`src/rtl/mdio_pkg.sv`:
```
package mdio_pkg;
    // register select codes
    localparam logic [1:0] ADDR_CMD  = 2'd0;
    localparam logic [1:0] ADDR_WDAT = 2'd1;
    localparam logic [1:0] ADDR_RDAT = 2'd2;
    localparam logic [1:0] ADDR_DIV  = 2'd3;

    // command word layout
    localparam int CMD_GO_BIT  = 0;
    localparam int CMD_WR_BIT  = 1;
    localparam int CMD_REG_LSB = 3;
    localparam int CMD_PHY_LSB = 8;

    localparam int ADR_W  = 5;
    localparam int WORD_W = 16;
    localparam int PRE_LEN = 32;

    typedef enum logic {ENG_IDLE, ENG_RUN} eng_state_e;
endpackage

```
`src/rtl/mdio_clk_div.sv`:
```
module mdio_clk_div #(
    parameter int DIV_W = 8
) (
    input  logic             clk,
    input  logic             rst_n,
    input  logic             run,
    input  logic [DIV_W-1:0] div,
    output logic             mdc,
    output logic             rise,
    output logic             fall
);
    typedef struct packed {
        logic [DIV_W-1:0] cnt;
        logic             mdc;
    } cdiv_t;

    cdiv_t st_d, st_q;

    always_comb begin
        st_d = st_q;
        rise = 1'b0;
        fall = 1'b0;
        if (!run) begin
            st_d.cnt = '0;
            st_d.mdc = 1'b0;
        end else if (st_q.cnt == div) begin
            st_d.cnt = '0;
            st_d.mdc = ~st_q.mdc;
            rise     = ~st_q.mdc;
            fall     = st_q.mdc;
        end else begin
            st_d.cnt = st_q.cnt + 1'b1;
        end
    end

    always_ff @(posedge clk) begin
        if (!rst_n) st_q <= '0;
        else        st_q <= st_d;
    end

    assign mdc = st_q.mdc;
endmodule

```
`src/rtl/mdio_frame_engine.sv`:
```
module mdio_frame_engine
    import mdio_pkg::*;
(
    input  logic              clk,
    input  logic              rst_n,
    input  logic              start,
    input  logic              is_wr,
    input  logic [ADR_W-1:0]  phy_adr,
    input  logic [ADR_W-1:0]  reg_adr,
    input  logic [WORD_W-1:0] tx_word,
    input  logic              rise,
    input  logic              fall,
    input  logic              mdio_i,
    output logic              busy,
    output logic              done,
    output logic              mdio_o,
    output logic              mdio_oe,
    output logic [WORD_W-1:0] rx_word
);
    localparam int FRAME_LEN = PRE_LEN + 2 + 2 + 2 * ADR_W + 2 + WORD_W;
    localparam int CNT_W     = $clog2(FRAME_LEN);
    localparam int TA_POS    = FRAME_LEN - WORD_W - 2;
    localparam int DATA_POS  = FRAME_LEN - WORD_W;
    localparam logic [CNT_W-1:0] LAST_BIT = CNT_W'(FRAME_LEN - 1);
    localparam logic [CNT_W-1:0] TA_BIT   = CNT_W'(TA_POS);
    localparam logic [CNT_W-1:0] DATA_BIT = CNT_W'(DATA_POS);

    typedef struct packed {
        eng_state_e           state;
        logic                 wr;
        logic [CNT_W-1:0]     bitn;
        logic [FRAME_LEN-1:0] frame;
        logic [WORD_W-1:0]    rx;
    } eng_t;

    eng_t st_d, st_q;

    always_comb begin
        st_d = st_q;
        done = 1'b0;
        case (st_q.state)
            ENG_IDLE: begin
                if (start) begin
                    st_d.state = ENG_RUN;
                    st_d.wr    = is_wr;
                    st_d.bitn  = '0;
                    st_d.frame = {{PRE_LEN{1'b1}}, 2'b01,
                                  (is_wr ? 2'b01 : 2'b10),
                                  phy_adr, reg_adr,
                                  (is_wr ? 2'b10 : 2'b11),
                                  (is_wr ? tx_word : {WORD_W{1'b1}})};
                end
            end
            default: begin
                if (rise && !st_q.wr && st_q.bitn >= DATA_BIT)
                    st_d.rx = {st_q.rx[WORD_W-2:0], mdio_i};
                if (fall) begin
                    if (st_q.bitn == LAST_BIT) begin
                        st_d.state = ENG_IDLE;
                        done       = 1'b1;
                    end else begin
                        st_d.bitn  = st_q.bitn + 1'b1;
                        st_d.frame = {st_q.frame[FRAME_LEN-2:0], 1'b1};
                    end
                end
            end
        endcase
    end

    always_ff @(posedge clk) begin
        if (!rst_n) begin
            st_q       <= '0;
            st_q.state <= ENG_IDLE;
        end else begin
            st_q <= st_d;
        end
    end

    assign busy    = (st_q.state == ENG_RUN);
    assign mdio_o  = busy ? st_q.frame[FRAME_LEN-1] : 1'b1;
    assign mdio_oe = busy && (st_q.wr || st_q.bitn < TA_BIT);
    assign rx_word = st_q.rx;
endmodule

```
`src/rtl/mdio_host_regs.sv`:
```
module mdio_host_regs
    import mdio_pkg::*;
#(
    parameter int             DIV_W   = 8,
    parameter logic [DIV_W-1:0] DIV_RST = '0
) (
    input  logic              clk,
    input  logic              rst_n,
    input  logic [1:0]        reg_addr,
    input  logic              reg_wr,
    input  logic [WORD_W-1:0] reg_wdata,
    output logic [WORD_W-1:0] reg_rdata,
    input  logic              busy,
    input  logic              done,
    input  logic [WORD_W-1:0] rx_word,
    output logic              start,
    output logic              start_wr,
    output logic [ADR_W-1:0]  start_phy,
    output logic [ADR_W-1:0]  start_reg,
    output logic              ctrl_wr,
    output logic [ADR_W-1:0]  ctrl_phy,
    output logic [ADR_W-1:0]  ctrl_reg,
    output logic [WORD_W-1:0] tx_word,
    output logic [DIV_W-1:0]  div_val
);
    typedef struct packed {
        logic              wr;
        logic [ADR_W-1:0]  phy;
        logic [ADR_W-1:0]  rga;
        logic [WORD_W-1:0] txd;
        logic [WORD_W-1:0] rxd;
        logic [DIV_W-1:0]  div;
    } regs_t;

    regs_t st_d, st_q;

    assign start_wr  = reg_wdata[CMD_WR_BIT];
    assign start_phy = reg_wdata[CMD_PHY_LSB +: ADR_W];
    assign start_reg = reg_wdata[CMD_REG_LSB +: ADR_W];

    always_comb begin
        st_d  = st_q;
        start = 1'b0;
        if (reg_wr) begin
            case (reg_addr)
                ADDR_CMD: if (!busy) begin
                    st_d.wr  = start_wr;
                    st_d.phy = start_phy;
                    st_d.rga = start_reg;
                    start    = reg_wdata[CMD_GO_BIT];
                end
                ADDR_WDAT: st_d.txd = reg_wdata;
                ADDR_DIV:  if (!busy) st_d.div = reg_wdata[DIV_W-1:0];
                default: ;
            endcase
        end
        if (done && !st_q.wr)
            st_d.rxd = rx_word;
    end

    always_ff @(posedge clk) begin
        if (!rst_n) begin
            st_q     <= '0;
            st_q.div <= DIV_RST;
        end else begin
            st_q <= st_d;
        end
    end

    always_comb begin
        reg_rdata = '0;
        case (reg_addr)
            ADDR_CMD: begin
                reg_rdata[CMD_GO_BIT]              = busy;
                reg_rdata[CMD_WR_BIT]              = st_q.wr;
                reg_rdata[CMD_REG_LSB +: ADR_W]    = st_q.rga;
                reg_rdata[CMD_PHY_LSB +: ADR_W]    = st_q.phy;
            end
            ADDR_WDAT: reg_rdata = st_q.txd;
            ADDR_RDAT: reg_rdata = st_q.rxd;
            default:   reg_rdata[DIV_W-1:0] = st_q.div;
        endcase
    end

    assign ctrl_wr  = st_q.wr;
    assign ctrl_phy = st_q.phy;
    assign ctrl_reg = st_q.rga;
    assign tx_word  = st_q.txd;
    assign div_val  = st_q.div;
endmodule

```
`src/rtl/mdio_mgmt_ctrl.sv`:
```
module mdio_mgmt_ctrl
    import mdio_pkg::*;
#(
    parameter int SYS_CLK_HZ = 50_000_000,
    parameter int MDC_MAX_HZ = 2_500_000,
    parameter int DIV_W      = 8
) (
    input  logic              clk,
    input  logic              rst_n,
    input  logic [1:0]        reg_addr,
    input  logic              reg_wr,
    input  logic [WORD_W-1:0] reg_wdata,
    output logic [WORD_W-1:0] reg_rdata,
    output logic              mdc,
    output logic              mdio_o,
    output logic              mdio_oe,
    input  logic              mdio_i
);
    localparam int DIV_CALC = (SYS_CLK_HZ + 2 * MDC_MAX_HZ - 1) / (2 * MDC_MAX_HZ) - 1;
    localparam logic [DIV_W-1:0] DIV_RST = DIV_W'(DIV_CALC < 0 ? 0 : DIV_CALC);

    logic              busy, done, start, start_wr;
    logic              rise, fall;
    logic [ADR_W-1:0]  start_phy, start_reg;
    logic              ctrl_wr;
    logic [ADR_W-1:0]  ctrl_phy, ctrl_reg;
    logic [WORD_W-1:0] tx_word, rx_word;
    logic [DIV_W-1:0]  div_val;

    mdio_host_regs #(.DIV_W(DIV_W), .DIV_RST(DIV_RST)) u_regs (
        .clk(clk), .rst_n(rst_n),
        .reg_addr(reg_addr), .reg_wr(reg_wr), .reg_wdata(reg_wdata), .reg_rdata(reg_rdata),
        .busy(busy), .done(done), .rx_word(rx_word),
        .start(start), .start_wr(start_wr), .start_phy(start_phy), .start_reg(start_reg),
        .ctrl_wr(ctrl_wr), .ctrl_phy(ctrl_phy), .ctrl_reg(ctrl_reg),
        .tx_word(tx_word), .div_val(div_val)
    );

    mdio_clk_div #(.DIV_W(DIV_W)) u_cdiv (
        .clk(clk), .rst_n(rst_n), .run(busy), .div(div_val),
        .mdc(mdc), .rise(rise), .fall(fall)
    );

    mdio_frame_engine u_eng (
        .clk(clk), .rst_n(rst_n), .start(start), .is_wr(start_wr),
        .phy_adr(start_phy), .reg_adr(start_reg), .tx_word(tx_word),
        .rise(rise), .fall(fall), .mdio_i(mdio_i),
        .busy(busy), .done(done), .mdio_o(mdio_o), .mdio_oe(mdio_oe), .rx_word(rx_word)
    );
endmodule

```
`config.mk`:
```
export PLATFORM = sky130hd
export DESIGN_NAME = mdio_mgmt_ctrl
export DESIGN_NICKNAME = d
export VERILOG_FILES = /design/src/rtl/mdio_pkg.sv /design/src/rtl/mdio_clk_div.sv /design/src/rtl/mdio_frame_engine.sv /design/src/rtl/mdio_host_regs.sv /design/src/rtl/mdio_mgmt_ctrl.sv
export SDC_FILE = /design/constraint.sdc
export NUM_CORES = 1
export LEC_CHECK = 0
export ABC_AREA = 1
export CORE_MARGIN = 1.5
export CORE_UTILIZATION = 51
export DETAILED_ROUTE_END_ITERATION = 8
export DONT_BUFFER_PORTS = 1
export GPL_ROUTABILITY_DRIVEN = 0
export HOLD_SLACK_MARGIN = 0.06
export PLACE_DENSITY = 0.77
export SLEW_MARGIN = 20
export SYNTH_ARGS = -nofsm -noshare
export SYNTH_HDL_FRONTEND = slang
export SYNTH_SLANG_ARGS = --single-unit
```
`constraint.sdc`:
```
create_clock -name clk -period 2 [get_ports clk]
set_clock_uncertainty 0.1 [all_clocks]
set_input_delay 0.4 -clock clk [delete_from_list [all_inputs] [get_ports clk]]
set_output_delay 0.4 -clock clk [all_outputs]
set_load 0.02 [all_outputs]
```
; Yosys cells after proc, flatten, opt, wreduce, memory -nomap -nowiden
; Index checks and enable logic that the tools add are counted.
[word_totals]
ff_bits = 148
inputBits = 22
output_inout_bits = 19
word_cells = 70
[classes]
n_addsub = 2
order_cmp = 2
n_eq_ne = 7
mux = 26
bitwise_logic = 3
reduce_logical = 17
[op_table]
columns = operator, count
row1 = 70-bit two-way mux, 3
row2 = 72-bit two-way mux, 1
row3 = 5-bit one-hot mux with 3 select lines, 2
row4 = 16-bit two-way mux, 1
row5 = 1-bit two-way mux, 15
row6 = 3-bit AND reduction, 3
row7 = 8-bit by 1-bit adder with 8-bit output (second input constant), 1
row8 = 8-bit == test, 1
row9 = 2-bit AND reduction, 4
row10 = 6-bit by 1-bit adder with 6-bit output (second input constant), 1
row11 = 6-bit == test (second input constant), 1
row12 = 6-bit greater-or-equal comparator (second input constant), 1
row13 = 6-bit less-than comparator (second input constant), 1
row14 = 2-bit one-hot mux with 3 select lines, 1
row15 = 3-bit one-hot mux with 2 select lines, 1
row16 = 2-bit == test (second input constant), 2
row17 = 1-bit logical AND, 4
row18 = 2-bit inequality test (second input constant), 2
row19 = 1-bit inverter, 3
row20 = 1-bit one-hot mux with 3 select lines, 1
row21 = 3-bit OR reduction, 1
row22 = 2-bit by 1-bit == test with 1-bit output (second input constant), 1
row23 = 1-bit zero test, 2
row24 = 2-bit zero test, 1
row25 = 3 further kinds, 3

; Logic depth before layout (Yosys ltp)
[depth]
depth_word = 6
ltp_mapped = 12
ltp_nobuf = 11

; Cells and area by module
; Synthesis repeated with hierarchy kept, for this count alone.
[hier_totals]
hier_cells = 1116
area_unflattened_um2 = 7358.3
[modules_own_cells]
columns = module, instances, cells_per_inst, area_per_inst_um2, seq_area_each_um2
row1 = mdio_frame_engine, 1, 630, 4117.7, 1761.7
row2 = mdio_host_regs, 1, 412, 2725.1, 1021.0
row3 = mdio_clk_div, 1, 74, 515.5, 180.2

; Least setup slack after synthesis
; No wires, ideal clock.
[synth_timing]
path_kind = input to output
from = input port reg_addr[1]
to = output port reg_rdata[3]
arrival_time_ns = 1.715
required_ns = 1.500
slack_ns = -0.215
path_stages = 7
n_path_buf = 1
path_cell_list = inv_1 -> ha_1 -> clkbuf_1 -> inv_1 -> o22ai_1 -> a21oi_1 -> o21ai_0
[synth_between]
elab_chain_len = 2
word_cells_on_any_way = 4
classes_between = 2 x eq/ne / 1 x mux / 1 x reduce/logical
[synth_lines]
columns = item, line
row1 = "start, declared", mdio_mgmt_ctrl.sv:10  ; input logic [1:0] reg_addr,
row2 = 2-bit == test (tied with other cells), mdio_host_regs.sv:72  ; case (reg_addr)
row3 = 5-bit one-hot mux with 3 select lines *, mdio_host_regs.sv:72
row4 = "end, declared", mdio_mgmt_ctrl.sv:13  ; output logic [WORD_W-1:0] reg_rdata,
; Mark *: on every way between the ends. The rest lies on a longest branch, timed or not.

; Worst setup path after layout
[layout_timing]
from = register u_regs.st_q[14] (netlist bit)
to = output port reg_rdata[6]
[layout_between]
elab_chain_len = 1
[layout_lines]
columns = item, line
row1 = "start, declared", mdio_host_regs.sv:35  ; regs_t st_d, st_q;
row2 = "start signal, assigned", mdio_host_regs.sv:66  ; st_q <= st_d;
row3 = 5-bit one-hot mux with 3 select lines, mdio_host_regs.sv:72
; No other way between the ends.

==> results_tabular.tex <==
\begin{tabular}{lr}
\hline
Metric & Value \\
\hline
\multicolumn{2}{l}{\textbf{Floorplan}} \\
Height of the die & 119.8 µm \\
DIE AREA & 0.01436 mm² \\
Die extent in x & 119.8 µm \\
Starting Density & 52.34\% \\
Core Rows & 42 \\
Ports placed on the boundary & 41 \\
Core area & 0.01330 mm² \\
\multicolumn{2}{l}{\textbf{Power and ir drop}} \\
IR Drop Worst-Case VDD & 0.6332 mV \\
Power density over cell area & 911.4 mW/mm² \\
Internal power consumption & 0.005561 W \\
Sequential share of power & 42.2\% \\
Clock power share & 44.9\% \\
Standby leakage power & 3.433 nW \\
Net switching component of the power & 0.001893 W \\
Net switching share of the total power & 25.39\% \\
Comb power frac & 12.9\% \\
\multicolumn{2}{l}{\textbf{Synthesis}} \\
Number of nets in the synthesized netlist & 1020 \\
Syn. warnings & 0 \\
Distinct cell type count after synthesis & 38 \\
Synthesized flop and latch total & 148 \\
Post-synthesis cell count & 991 \\
Most used DFF post-synth & sky130\_fd\_sc\_hd\_\_dfxtp\_1 \\
Async set-or-reset flop fraction in the synthesized netlist & 0\% \\
Avg Inst Size Synth & 7.022 µm² \\
Post-synthesis cell area & 0.006959 mm² \\
Sequential-to-total area share from yosys stat & 42.57\% \\
EDFF count, synth & 0 \\
\multicolumn{2}{l}{\textbf{Placement}} \\
Number of input and output port buffers inserted & 0 \\
Setup Slack @ Placement & -0.04460 ns \\
DP HPWL & 10.79 mm \\
Area after detailed placement & 0.007281 mm² \\
Number of cells in the design after placement & 1142 \\
\multicolumn{2}{l}{\textbf{Routing}} \\
Count of vias placed by the detailed router & 6489 \\
Average detailed-routed wire length per instance & 14.93 µm \\
Drt via density & 5.448 \\
Initial DRT Pass Iterations & 6 \\
Antenna violation net count after detailed routing & 0 \\
Post-route DRC & 0 \\
Post-detailed-routing wire length & 17.79 mm \\
First DRT Iteration DRCs & 653 \\
\multicolumn{2}{l}{\textbf{Cells and area}} \\
Cell Count, Final, Fillers Out & 1191 \\
Number of flip-flops in the largest register & 71 \\
Area overhead of the layout relative to synthesis & 17.51\% \\
Core utilization of the finished layout & 61.51\% \\
Fraction of layout instances using a drive strength above 1 & 11.63\% \\
Total Nets Final & 1031 \\
Number of inserted diodes & 0 \\
Post-route cell area & 0.008178 mm² \\
Filler Cells Inserted & 1171 \\
Register with the most flip-flops & u\_eng.st\_q \\
\multicolumn{2}{l}{\textbf{Worst hold path}} \\
Worst Hold Path EP & u\_regs.tx\_word[15] \\
Start point of the worst min-delay path & rst\_n \\
Worst hold path stage count & 2 \\
Worst min-delay path category & input pin to flip-flop \\
\multicolumn{2}{l}{\textbf{Global route}} \\
Maximum number of pins on one net before global-route repair & 68 \\
Remaining Overflow, GRT & 0 \\
Wire length of the first global-routing pass & 28.69 mm \\
Aggregate global-route resource usage & 25.03\% \\
Via count of the first global-routing pass & 5826 \\
Number of antenna violations at the first check in global routing & 0 \\
\multicolumn{2}{l}{\textbf{Timing}} \\
Hold violation count in the final report & 0 \\
Fin worst setup slack & 0.07072 ns \\
Achievable frequency & 518.3 MHz \\
Number of setup violations in the final report & 0 \\
Hold Slack & 0.06966 ns \\
Share of the cycle needed by the critical path after routing & 96.46\% \\
Pins over their slew limit & 0 \\
Least-Margin Pin Slew & 0.4657 ns \\
Time the worst path needs with I/O delays and setup & 1.929 ns \\
Setup repair after global routing missed its margin & no \\
Max-slew headroom & 68.91\% \\
\multicolumn{2}{l}{\textbf{Clocking}} \\
Number of sinks driven by the clock tree & 148 \\
Clock transition time at the flip-flop clock pins of the worst setup and hold paths & 0.06 ns \\
Number of levels in the clock H-tree & 4 \\
Source-to-sink clock delay at the later pin of the worst-skew pair & 0.42 ns \\
TritonCTS clock tree & done \\
Number of CTS-inserted buffers & 17 \\
Number of buffers on the longest clock path & 2 \\
Clk root buf & sky130\_fd\_sc\_hd\_\_clkbuf\_16 \\
\multicolumn{2}{l}{\textbf{Worst setup path}} \\
Reg-to-Reg End & u\_eng.st\_q[53] \\
Type of destination of the critical path & primary output \\
Startpoint kind of the worst setup timing path & flip-flop \\
Critical path's slowest cell & sky130\_fd\_sc\_hd\_\_dfxtp\_1 \\
Register-to-Register Path Depth & 9 \\
Critical path class & flip-flop to primary output \\
Arrival time at the worst endpoint & 1.43 ns \\
CP required & 1.50 ns \\
Biggest cell delay along the critical path & 0.30 ns \\
Cell-by-cell listing of the critical path & inv\_1, o21ai\_0, a221oi\_1, a21oi\_1, buf\_4 \\
Worst setup slack for register-to-register paths & 0.15 ns \\
Worst-path maximum fanout & 2 \\
Reg2reg start & u\_eng.st\_q[80] \\
\multicolumn{2}{l}{\textbf{Status}} \\
Result of the run & completed \\
\multicolumn{2}{l}{\textbf{Job}} \\
Maximum Capacitance Violations & 0 \\
\hline
\end{tabular}
## cell usage after synthesis, drive strengths merged, types with 2 or more instances
library cell / count / area, µm²
a31oi: 2 / 12.51
o221ai: 5 / 43.79
or2: 2 / 12.52
xor2: 6 / 52.55
xnor2: 6 / 52.55
nand3: 77 / 440.4
o21a: 16 / 120.1
nor3b: 3 / 22.52
a221oi: 6 / 52.55
dfxtp: 148 / 2963
clkbuf: 33 / 123.9
nand2: 253 / 969.7
o21ai: 31 / 155.2
a21oi: 165 / 825.8
nand4: 5 / 37.53
ha: 7 / 87.58
nor2: 85 / 331.6
inv: 86 / 325.3
a22oi: 10 / 75.07
buf: 39 / 220.2
o22ai: 2 / 12.51
## metrics by stage
step                      total power [W]   TNS, ns
after floorplan                  0.003856   -0.1672
after global placement           0.004030  -0.04603
after detailed placement         0.004041  -0.04460
after CTS                        0.007419         0
after global routing             0.007755         0
final                            0.007453         0
## per-layer routing
metal | GRT usage [%] | wire length, µm | share of wire [%] | vias to the layer above
met3 | 6.511 | 1090 | 6.1 | 39
met2 | 39.08 | 8288 | 47 | 205
met5 | 0 | 0 | 0 | -
li1 | - | - | - | 3250
met4 | 10.42 | 487 | 2.7 | 0
met1 | 32.90 | 7921 | 45 | 2995
## worst max path at each step
stage                          startpoint            to  slack (ns)  cells past startpoint
after global placement        reg_addr[0]  reg_rdata[1]       -0.05                      6
after detailed placement      reg_addr[0]  reg_rdata[1]       -0.04                      6
final                     u_regs.st_q[14]  reg_rdata[6]        0.07                      5
after floorplan               reg_addr[1]  reg_rdata[3]       -0.07                      7
after global routing      u_regs.st_q[14]  reg_rdata[6]       0.003                      5
after CTS                     reg_addr[0]  reg_rdata[1]        0.01                      6
## layout by cell type (no fill, tap or decap), types with 3 or more instances in the layout
cell type	Yosys	routed
sky130_fd_sc_hd__o21ai_1	0	4
sky130_fd_sc_hd__o21ai_0	31	27
sky130_fd_sc_hd__o21a_1	16	16
sky130_fd_sc_hd__a21oi_1	165	163
sky130_fd_sc_hd__xnor2_1	6	6
sky130_fd_sc_hd__nand3_2	11	10
sky130_fd_sc_hd__clkinv_2	0	5
sky130_fd_sc_hd__dfxtp_1	148	145
sky130_fd_sc_hd__nand2_1	249	248
sky130_fd_sc_hd__buf_4	4	40
sky130_fd_sc_hd__clkbuf_1	33	3
sky130_fd_sc_hd__ha_1	7	6
sky130_fd_sc_hd__buf_12	0	6
sky130_fd_sc_hd__clkbuf_16	0	19
sky130_fd_sc_hd__dfxtp_2	0	3
sky130_fd_sc_hd__nand4_1	4	4
sky130_fd_sc_hd__a22oi_1	10	10
sky130_fd_sc_hd__nand3_1	66	66
sky130_fd_sc_hd__inv_2	4	7
sky130_fd_sc_hd__bufinv_16	0	4
sky130_fd_sc_hd__inv_1	81	79
sky130_fd_sc_hd__a221oi_1	6	4
sky130_fd_sc_hd__nor3b_1	3	3
sky130_fd_sc_hd__nor2_1	82	81
sky130_fd_sc_hd__xor2_1	6	6
sky130_fd_sc_hd__o221ai_1	5	5
sky130_fd_sc_hd__dlygate4sd3_1	0	13
## area by class of cell
class                           instances  area, µm²  area share, %
Multi-Input combinational cell        684       3377          41.29
Clock buffer                           22      464.2          5.676
Clock inverter                         10      153.9          1.882
Sequential cell                       148       2967          36.28
Timing Repair Buffer                   64      666.9          8.155
Tap cell                              176      220.2          2.693
Inverter                               87      329.1          4.024
## what timing repair did
action,4_1_cts,5_1_grt
buffers inserted,0,1
gates cloned,0,2
setup endpoints to repair,1,61
pin swaps,0,2
hold endpoints to repair,78,0
gates resized for setup,2,16
hold buffers,14,0
## worst max-delay path, delay by kind of cell (launching register included)
family | cells | cell delay (ns)
buffers and inverters | 2 | 0.21
flip-flops | 1 | 0.30
AO/OA/AOI/OAI | 3 | 0.51
## power by group through the flow
| stage | clock network, W | logic [W] | registers, W |
|---|---|---|---|
| finish | 0.00335 | 0.000961 | 0.00314 |
| CTS | 0.00338 | 0.000895 | 0.00314 |
| detailed placement | 0 | 0.000838 | 0.00320 |
| global route | 0.00354 | 0.00106 | 0.00315 |
| global placement | 0 | 0.000828 | 0.00320 |
| floorplan | 0 | 0.000676 | 0.00318 |
## kinds of logic after synthesis
family	share of synthesized area, %
AO/OA/AOI/OAI	18.75
XOR/XNOR	1.510
adder cells (fa/ha/maj)	1.258
buffers and inverters	9.673
flip-flops	42.57
AND/OR/NAND/NOR	26.23
(Power assumes the default switching activity.)
